## config.mk

```make
export PLATFORM = sky130hd
export DESIGN_NAME = pred_step_seq
export DESIGN_NICKNAME = d
export VERILOG_FILES = /design/src/rtl/pss_pkg.sv /design/src/rtl/pss_mask_decode.sv /design/src/rtl/pss_mask_select.sv /design/src/rtl/pss_step_ctrl.sv /design/src/rtl/pred_step_seq.sv
export SDC_FILE = /design/constraint.sdc
export NUM_CORES = 1
export LEC_CHECK = 0
export BUFFER_PORTS_ARGS = -buffer_cell sky130_fd_sc_hd__buf_2
export CORE_MARGIN = 10
export CORE_UTILIZATION = 50
export DETAILED_ROUTE_END_ITERATION = 7
export PLACE_DENSITY = 0.86
export SETUP_SLACK_MARGIN = 0.02
export SLEW_MARGIN = 15
export SYNTH_ARGS = -nofsm -noshare
export SYNTH_HDL_FRONTEND = slang
export SYNTH_SLANG_ARGS = --single-unit
```

## constraint.sdc

```tcl
create_clock -name clk -period 2.8 [get_ports clk]
set_input_delay 0.28 -clock clk [delete_from_list [all_inputs] [get_ports clk]]
set_output_delay 0.28 -clock clk [all_outputs]
set_load 0.1 [all_outputs]
```

## src/rtl/pss_pkg.sv

```systemverilog
package pss_pkg;

  typedef enum logic [2:0] {
    SEL_ALL      = 3'd0,
    SEL_ONEHOT_A = 3'd1,
    SEL_A        = 3'd2,
    SEL_A_INV    = 3'd3,
    SEL_B        = 3'd4,
    SEL_B_INV    = 3'd5,
    SEL_C        = 3'd6,
    SEL_C_INV    = 3'd7
  } pred_sel_e;

  typedef enum logic [1:0] {
    ST_IDLE   = 2'd0,
    ST_SEARCH = 2'd1,
    ST_READY  = 2'd2
  } seq_state_e;

endpackage

```

## src/rtl/pss_mask_decode.sv

```systemverilog
module pss_mask_decode #(
  parameter int NELEM = 64
) (
  input  logic [2:0]       sel,
  input  logic [NELEM-1:0] ra_val,
  input  logic [NELEM-1:0] rb_val,
  input  logic [NELEM-1:0] rc_val,
  output logic [NELEM-1:0] mask
);
  import pss_pkg::*;
  localparam int IDX_W = $clog2(NELEM);

  always_comb begin
    case (pred_sel_e'(sel))
      SEL_ALL:      mask = '1;
      SEL_ONEHOT_A: mask = NELEM'(1) << ra_val[IDX_W-1:0];
      SEL_A:        mask = ra_val;
      SEL_A_INV:    mask = ~ra_val;
      SEL_B:        mask = rb_val;
      SEL_B_INV:    mask = ~rb_val;
      SEL_C:        mask = rc_val;
      SEL_C_INV:    mask = ~rc_val;
      default:      mask = '1;
    endcase
  end
endmodule

```

## src/rtl/pss_mask_select.sv

```systemverilog
module pss_mask_select #(
  parameter int NELEM = 64
) (
  input  logic             int_mode,
  input  logic             twin_pred,
  input  logic [2:0]       src_sel,
  input  logic [2:0]       dst_sel,
  input  logic [NELEM-1:0] ra_val,
  input  logic [NELEM-1:0] rb_val,
  input  logic [NELEM-1:0] rc_val,
  output logic [NELEM-1:0] src_mask
);
  logic [NELEM-1:0] dec_mask [2];
  logic [2:0]       sel_in   [2];

  assign sel_in[0] = dst_sel;
  assign sel_in[1] = src_sel;

  // index 0: destination selector, index 1: separate source selector
  for (genvar g = 0; g < 2; g++) begin : g_dec
    pss_mask_decode #(.NELEM(NELEM)) u_dec (
      .sel    (sel_in[g]),
      .ra_val (ra_val),
      .rb_val (rb_val),
      .rc_val (rc_val),
      .mask   (dec_mask[g])
    );
  end

  always_comb begin
    if (!int_mode)     src_mask = '1;
    else if (twin_pred) src_mask = dec_mask[1];
    else               src_mask = dec_mask[0];
  end
endmodule

```

## src/rtl/pss_step_ctrl.sv

```systemverilog
module pss_step_ctrl #(
  parameter int NELEM = 64
) (
  input  logic                      clk,
  input  logic                      rst,
  input  logic                      start,
  input  logic                      advance,
  input  logic [$clog2(NELEM):0]    vl,
  input  logic [NELEM-1:0]          src_mask,
  output logic [$clog2(NELEM):0]    step,
  output logic                      busy,
  output logic                      elem_valid,
  output logic                      loop_end
);
  import pss_pkg::*;
  localparam int IDX_W  = $clog2(NELEM);
  localparam int STEP_W = IDX_W + 1;
  localparam logic [STEP_W-1:0] VL_MAX = STEP_W'(NELEM);

  seq_state_e        state;
  logic [NELEM-1:0]  mask_q;
  logic [STEP_W-1:0] vl_q;
  logic [STEP_W-1:0] step_q;
  logic              end_q;

  always_ff @(posedge clk) begin
    if (rst) begin
      state  <= ST_IDLE;
      mask_q <= '0;
      vl_q   <= '0;
      step_q <= '0;
      end_q  <= 1'b0;
    end else begin
      end_q <= 1'b0;
      case (state)
        ST_IDLE: begin
          if (start) begin
            mask_q <= src_mask;
            vl_q   <= (vl > VL_MAX) ? VL_MAX : vl;
            step_q <= '0;
            state  <= ST_SEARCH;
          end
        end
        ST_SEARCH: begin
          if (step_q == vl_q) begin
            step_q <= '0;
            end_q  <= 1'b1;
            state  <= ST_IDLE;
          end else if (mask_q[step_q[IDX_W-1:0]]) begin
            state <= ST_READY;
          end else begin
            step_q <= step_q + STEP_W'(1);
          end
        end
        ST_READY: begin
          if (advance) begin
            step_q <= step_q + STEP_W'(1);
            state  <= ST_SEARCH;
          end
        end
        default: state <= ST_IDLE;
      endcase
    end
  end

  assign step       = step_q;
  assign busy       = (state != ST_IDLE);
  assign elem_valid = (state == ST_READY);
  assign loop_end   = end_q;
endmodule

```

## src/rtl/pred_step_seq.sv

```systemverilog
module pred_step_seq #(
  parameter int NELEM = 64
) (
  input  logic                   clk,
  input  logic                   rst,
  input  logic                   start,
  input  logic                   advance,
  input  logic [$clog2(NELEM):0] vl,
  input  logic                   int_mode,
  input  logic                   twin_pred,
  input  logic [2:0]             src_sel,
  input  logic [2:0]             dst_sel,
  input  logic [NELEM-1:0]       ra_val,
  input  logic [NELEM-1:0]       rb_val,
  input  logic [NELEM-1:0]       rc_val,
  output logic [$clog2(NELEM):0] step,
  output logic                   busy,
  output logic                   elem_valid,
  output logic                   loop_end
);
  logic [NELEM-1:0] src_mask;

  pss_mask_select #(.NELEM(NELEM)) u_sel (
    .int_mode  (int_mode),
    .twin_pred (twin_pred),
    .src_sel   (src_sel),
    .dst_sel   (dst_sel),
    .ra_val    (ra_val),
    .rb_val    (rb_val),
    .rc_val    (rc_val),
    .src_mask  (src_mask)
  );

  pss_step_ctrl #(.NELEM(NELEM)) u_ctrl (
    .clk        (clk),
    .rst        (rst),
    .start      (start),
    .advance    (advance),
    .vl         (vl),
    .src_mask   (src_mask),
    .step       (step),
    .busy       (busy),
    .elem_valid (elem_valid),
    .loop_end   (loop_end)
  );
endmodule

```

== After elaboration in Yosys (flattened, before gate mapping) ==
Cells that the tools add are included.
Word-level totals
  register bits after elaboration: 81
  input bits: 211
  output and inout bits: 10
  word-level logic and storage cells: 61
Operators by class
  add/sub/neg operators: 1
  order comparisons: 2
  equal/unequal tests: 21
  shifts and indexed selects: 1
  muxes and demuxes: 18
  bitwise logic cells: 4
  reductions and logical operators: 9
Operator list (number)
  $pmux 64 s8: 2
  $not 64->64: 3
  $mux 64: 2
  $shl 1x6->64 const A: 1
  $mux 7: 5
  $eq 3x3->1 const B: 8
  $pmux 7 s3: 1
  $eq 3x2->1 const B: 4
  $mux 2: 4
  $add 7x1->7 const B: 1
  $eq 7x7->1: 1
  $gt 7x7->1 const B: 1
  $lt 6x7->1 const B: 1
  $bmux 1 s6: 1
  $eq 3x1->1 const B: 2
  $logic_not 3->1: 2
  $pmux 2 s3: 1
  $ne 2x2->1 const B: 2
  $reduce_and 4->1: 1
  $ne 3x1->1 const B: 1
  $ne 3x2->1 const B: 1
  $reduce_and 3->1: 1
  $reduce_bool 3->1: 1
  $eq 2x1->1 const B: 1
  other kinds (7): 8

== Logic depth before layout (Yosys ltp) ==
  word-level depth: 5
  mapped depth: 10
  depth with buffers taken out: 8

== Cells and area by module ==
A second synthesis with hierarchy kept.
Unflattened totals
  cells, all modules: 1195
  area total of the unflattened synthesis: 10373.7 um^2
Modules (own cells, without submodules)
  pss_mask_decode: times used 2, cells each 316, area an instance 2849.0 um^2, sequential area each 0.0 um^2
  pss_step_ctrl: times used 1, cells each 421, area an instance 3662.3 um^2, sequential area each 1621.6 um^2
  pss_mask_select: times used 1, cells each 142, area an instance 1013.5 um^2, sequential area each 0.0 um^2

== Least setup slack after synthesis ==
Ideal clock, no wire load.
  path kind: register to register
  start point: register u_ctrl.step_q[1], in the netlist u_ctrl.step[1]
  end point: register u_ctrl.step_q[4], in the netlist u_ctrl.step[4]
  setup time: 70 ps
  data arrival time: 3007 ps
  required time: 2730 ps
  slack: -277 ps
  stages on the path, launching flop included: 11
  path buffers: 3
  period minus slack after synthesis: 3077 ps
  path through: dfxtp_1 -> buf_6 -> buf_6 -> mux4_2 -> mux2i_1 -> nor3_1 -> nor4_2 -> o31ai_1 -> buf_2 -> or4_1 -> a21oi_1
Between the ends
  longest elaborated chain between the ends: 4
  elaborated cells on any way between the ends: 10
  those cells by class: add/sub: 1; eq/ne: 2; mux: 6; reduce/logical: 1
RTL lines
  start: declaration: line pss_step_ctrl.sv:23  | logic [STEP_W-1:0] step_q;
  start signal: assignment: line pss_step_ctrl.sv:52  | step_q <= step_q + STEP_W'(1);
  start signal: assignment: line pss_step_ctrl.sv:57  | step_q <= step_q + STEP_W'(1);
  $bmux 1 s6 or $add 7x1->7 (tied branches): line pss_step_ctrl.sv:49, pss_step_ctrl.sv:52, pss_step_ctrl.sv:57
  $mux 1 (implied by the code) or $mux 7 (tied branches): line pss_step_ctrl.sv:49  | end else if (mask_q[step_q[IDX_W-1:0]]) begin
  $ne 3x2->1 (no source line) or $mux 7 (tied branches)
  $reduce_and 4->1 (no source line) or $pmux 7 s3 (tied branches)
Parallel ways exist; a longest one is shown, timed or not. The select of a mux whose other input is x is not followed.
A chain may end at the register's enable or synchronous reset.

== Worst setup path in the final report ==
  start point: register u_ctrl.step_q[0], in the netlist u_ctrl.step[0]
  end point: register u_ctrl.step_q[5], in the netlist u_ctrl.step[5]
Same word-level chain as after synthesis.

==> out/metrics.yaml <==
run_status:
  status: "complete, no violations"
route:
  vias_per_cell: 6.14
  wire_per_inst_microns: 18.9
  highest_layer: "met4"
  vias: 9798
  drc: 0
  firstDrtPassIters: 7
  met2_length_mm: 13.8
  drtAntennaViolNets: 0
  drtIter0Drc: 1159
  wl_met3_mm: 3.19
  wl_mm: 30.2
  drt-met1-wl_mm: 12.2
worst_setup_path:
  critPathKind: "reg -> reg"
  critPathArrivalTime_ns: 2.86
  regToRegStartpoint: "u_ctrl.step[0]"
  critPathRequiredTime_ns: 3.06
  cp-end-kind: "register"
  r2r-end: "u_ctrl.step[5]"
  cp_max_fo: 12
  worstPathCellList: "mux4_2 > mux2i_1 > nor3_1 > nor4_2 > o31ai_1 > buf_4 > or4_1 > a21oi_1"
  r2r_cells: 8
  regToRegSetupSlack_ns: 0.21
  max_stage_delay_ns: 0.55
  cp_top_family: "simple AND/OR/NAND/NOR gates"
  slowest_stage: "mux4_2"
  critPathBufInv: 1
  critPathLaunchType: "register"
floorplan:
  core-area_sq_mm: 0.0174
  io_pins: 221
  die_h_microns: 153
  dieArea_sq_mm: 0.0235
  start_util_pct: 51.3
  die_w_microns: 153
  rows: 48
placement:
  hpwl_mm: 23.5
  io_buffer_count: 220
  place_area_sq_mm: 0.0101
  finalWeightedCongestion: 0.971
power:
  leakage_nw: 4.41
  p_clk_share_pct: 25.0
  finalPower_mw: 4.61
  seqPwrFrac_pct: 33.0
  internal-power_mw: 2.78
  ir_worst_vdd_mv: 0.408
  p_comb_share_pct: 42.0
  power_density_mw_per_mm2: 444
  p_sw_share_pct: 39.8
  switchingPower_mw: 1.83
global_routing:
  antenna_found_initial: 3
  overflow: 0
  grt_use_total_pct: 24.1
  grt_first_pass_wirelength_mm: 48.6
  grt_max_degree: 89
  grt_pass1_vias: 9619
yosys:
  synth_compound_area_share_pct: 29.0
  synth_ff_type: "dfxtp_1"
  post_synth_xor_area_fraction_pct: 13.5
  yosysWarnings: 0
  synth_edf_count: 0
  synth_nets: 1447
  synth_top_family_by_area: "compound AO/OA/AOI/OAI gates"
  syn_area_sq_mm: 0.00890
  postSynthCellCount: 1230
  muxShareOfSynthArea_pct: 18.2
  synth-simple-area-share_pct: 14.2
  seq_area_frac_synth_pct: 18.2
  synth_area_per_cell_sq_um: 7.24
  ys_seq_elements: 81
  ys_types: 55
  synth_fa_ha_area_share_pct: 0.843
  async_flop_share_pct: 0
sta:
  maxSlewViolCount: 0
  setup_viol: 0
  fmax_mhz: 385
  tns_ns: 0
  finalCritPeriodShare_pct: 92.7
  relSlewSlack_pct: 51.2
  rsz0062_at_grt: "no"
  tightest_slew_ns: 0.732
  finalHoldViolCount: 0
  skew_ns: 0.0162
  holdWs_ns: 0.210
  fin_crit_ns: 2.59
hold_path:
  holdPathEnd: "u_ctrl.vl_q[3]"
  min_path_type: "in -> reg"
  hold_path_depth: 3
  holdCritStartpoint: "vl[3]"
clock_network:
  cts_setup_buffers: 0
  insertion_delay_ns: 0.35
  cts-root-buf: "clkbuf_16"
  cts.sinks: 81
  clk_pin_slew_ns: 0.06
  cts.htree.levels: 3
  clock_path_buffers: 2
  cts_tree: "built"
  numCtsBuffers: 9
layout:
  layout_commonest_cell: "o21ai_0"
  mostFrequentLayoutCells: "224 x o21ai_0, 215 x buf_2, 142 x mux2i_1"
  final_util_pct: 59.8
  final_area_sq_mm: 0.0104
  num-fill-cells: 1483
  area_growth_pct: 16.5
  fin_nets: 1579
  multi_input_area_sq_mm: 0.00675
  drive_above_1_share_pct: 20.8
  regArea_sq_mm: 0.00163
run:
  drv_cap: 0
-- worst max path at each step --
stage | start | endpoint | slack (ns) | depth (start not counted)
2_1_floorplan | u_ctrl.step[4] | u_ctrl.state[0] | 0.06 | 7
3_3_place_gp | u_ctrl.step[1] | u_ctrl.step[5] | 0.21 | 9
3_5_place_dp | u_ctrl.step[1] | u_ctrl.step[3] | 0.13 | 9
4_1_cts | u_ctrl.step[1] | u_ctrl.step[5] | 0.08 | 9
5_1_grt | u_ctrl.step[0] | u_ctrl.step[5] | 0.04 | 8
6_report | u_ctrl.step[0] | u_ctrl.step[5] | 0.21 | 8
-- metal layers --
layer | up-vias | GRT usage (%)
li1 | 4683 | -
met2 | 534 | 38.6
met1 | 4496 | 30.7
met4 | 0 | 8.37
met3 | 85 | 6.29
met5 | - | 0
-- cell families (layout without fill, tap and decap cells) --
| kind of cell | Yosys count | after routing |
|---|---|---|
| AOI/OAI and AO/OA | 429 | 429 |
| xor gates and xnor gates | 137 | 137 |
| adders and majority gates | 6 | 6 |
| buffers and inverters | 136 | 273 |
| DFF | 81 | 81 |
| muxes | 151 | 151 |
| other | 0 | 3 |
| and+or+nand+nor | 290 | 290 |
-- cell usage after synthesis, drive strengths merged, types with 3 or more instances --
cell type	number	share of area, %
dfxtp	81	18
a31oi	4	0.28
clkbuf	90	3.8
mux4	8	2.1
or3	5	0.41
or4	5	0.42
nand2	133	5.6
xor2	113	11
and2	3	0.21
ha	6	0.84
buf	35	1.9
nand3	10	0.56
a211oi	65	5.5
nor2	92	3.9
a22oi	5	0.42
o211ai	62	5.2
mux2i	142	16
nand3b	10	0.84
nor3	8	0.45
nand2b	8	0.56
xnor2	24	2.4
nor2b	6	0.42
inv	11	0.46
a2111oi	3	0.59
o21ai	234	13
a21oi	40	2.2
-- cell type report --
cell class	instances	area share [%]
Tap cell	225	2.71
Timing Repair Buffer	246	13.3
Clock buffer	9	2.17
Multi-Input combinational cell	1013	65.0
Antenna cell	3	0.0723
Inverter	11	0.398
Sequential cell	81	15.7
Clock inverter	7	0.699
-- flip-flops by register name (all words and copies together) (netlist names) --
register / cells
u_ctrl.vl_q: 7
u_ctrl.loop_end: 1
u_ctrl.step: 7
u_ctrl.state: 2
u_ctrl.mask_q: 64
-- through the flow --
stage / std cells / setup WS [ns]
2_1_floorplan: 1230 / 0.0643
3_3_place_gp: 1576 / 0.210
3_5_place_dp: 1576 / 0.125
4_1_cts: 1592 / 0.0836
5_1_grt: 1595 / 0.0430
6_report: 1595 / 0.205
-- power groups by stage --
stage / registers, mW / logic, mW / clock network (mW)
floorplan: 1.50 / 1.37 / 0
global placement: 1.54 / 1.85 / 0
detailed placement: 1.54 / 1.90 / 0
CTS: 1.52 / 1.91 / 1.16
global route: 1.54 / 2.14 / 1.21
finish: 1.52 / 1.93 / 1.15
-- tightest hold or removal path: stages --
cell and delay, ns:
buf_2 0.10, nand3b_1 0.07, a21oi_1 0.06
-- timing repair --
| item | 4_1_cts | 5_1_grt |
|---|---|---|
| hold buffers | 0 | 0 |
| hold endpoints to repair | 0 | 0 |
| endpoints found under the setup margin | 0 | 5 |
| gates resized for setup | 0 | 2 |
Power figures use the tool's default switching activity.
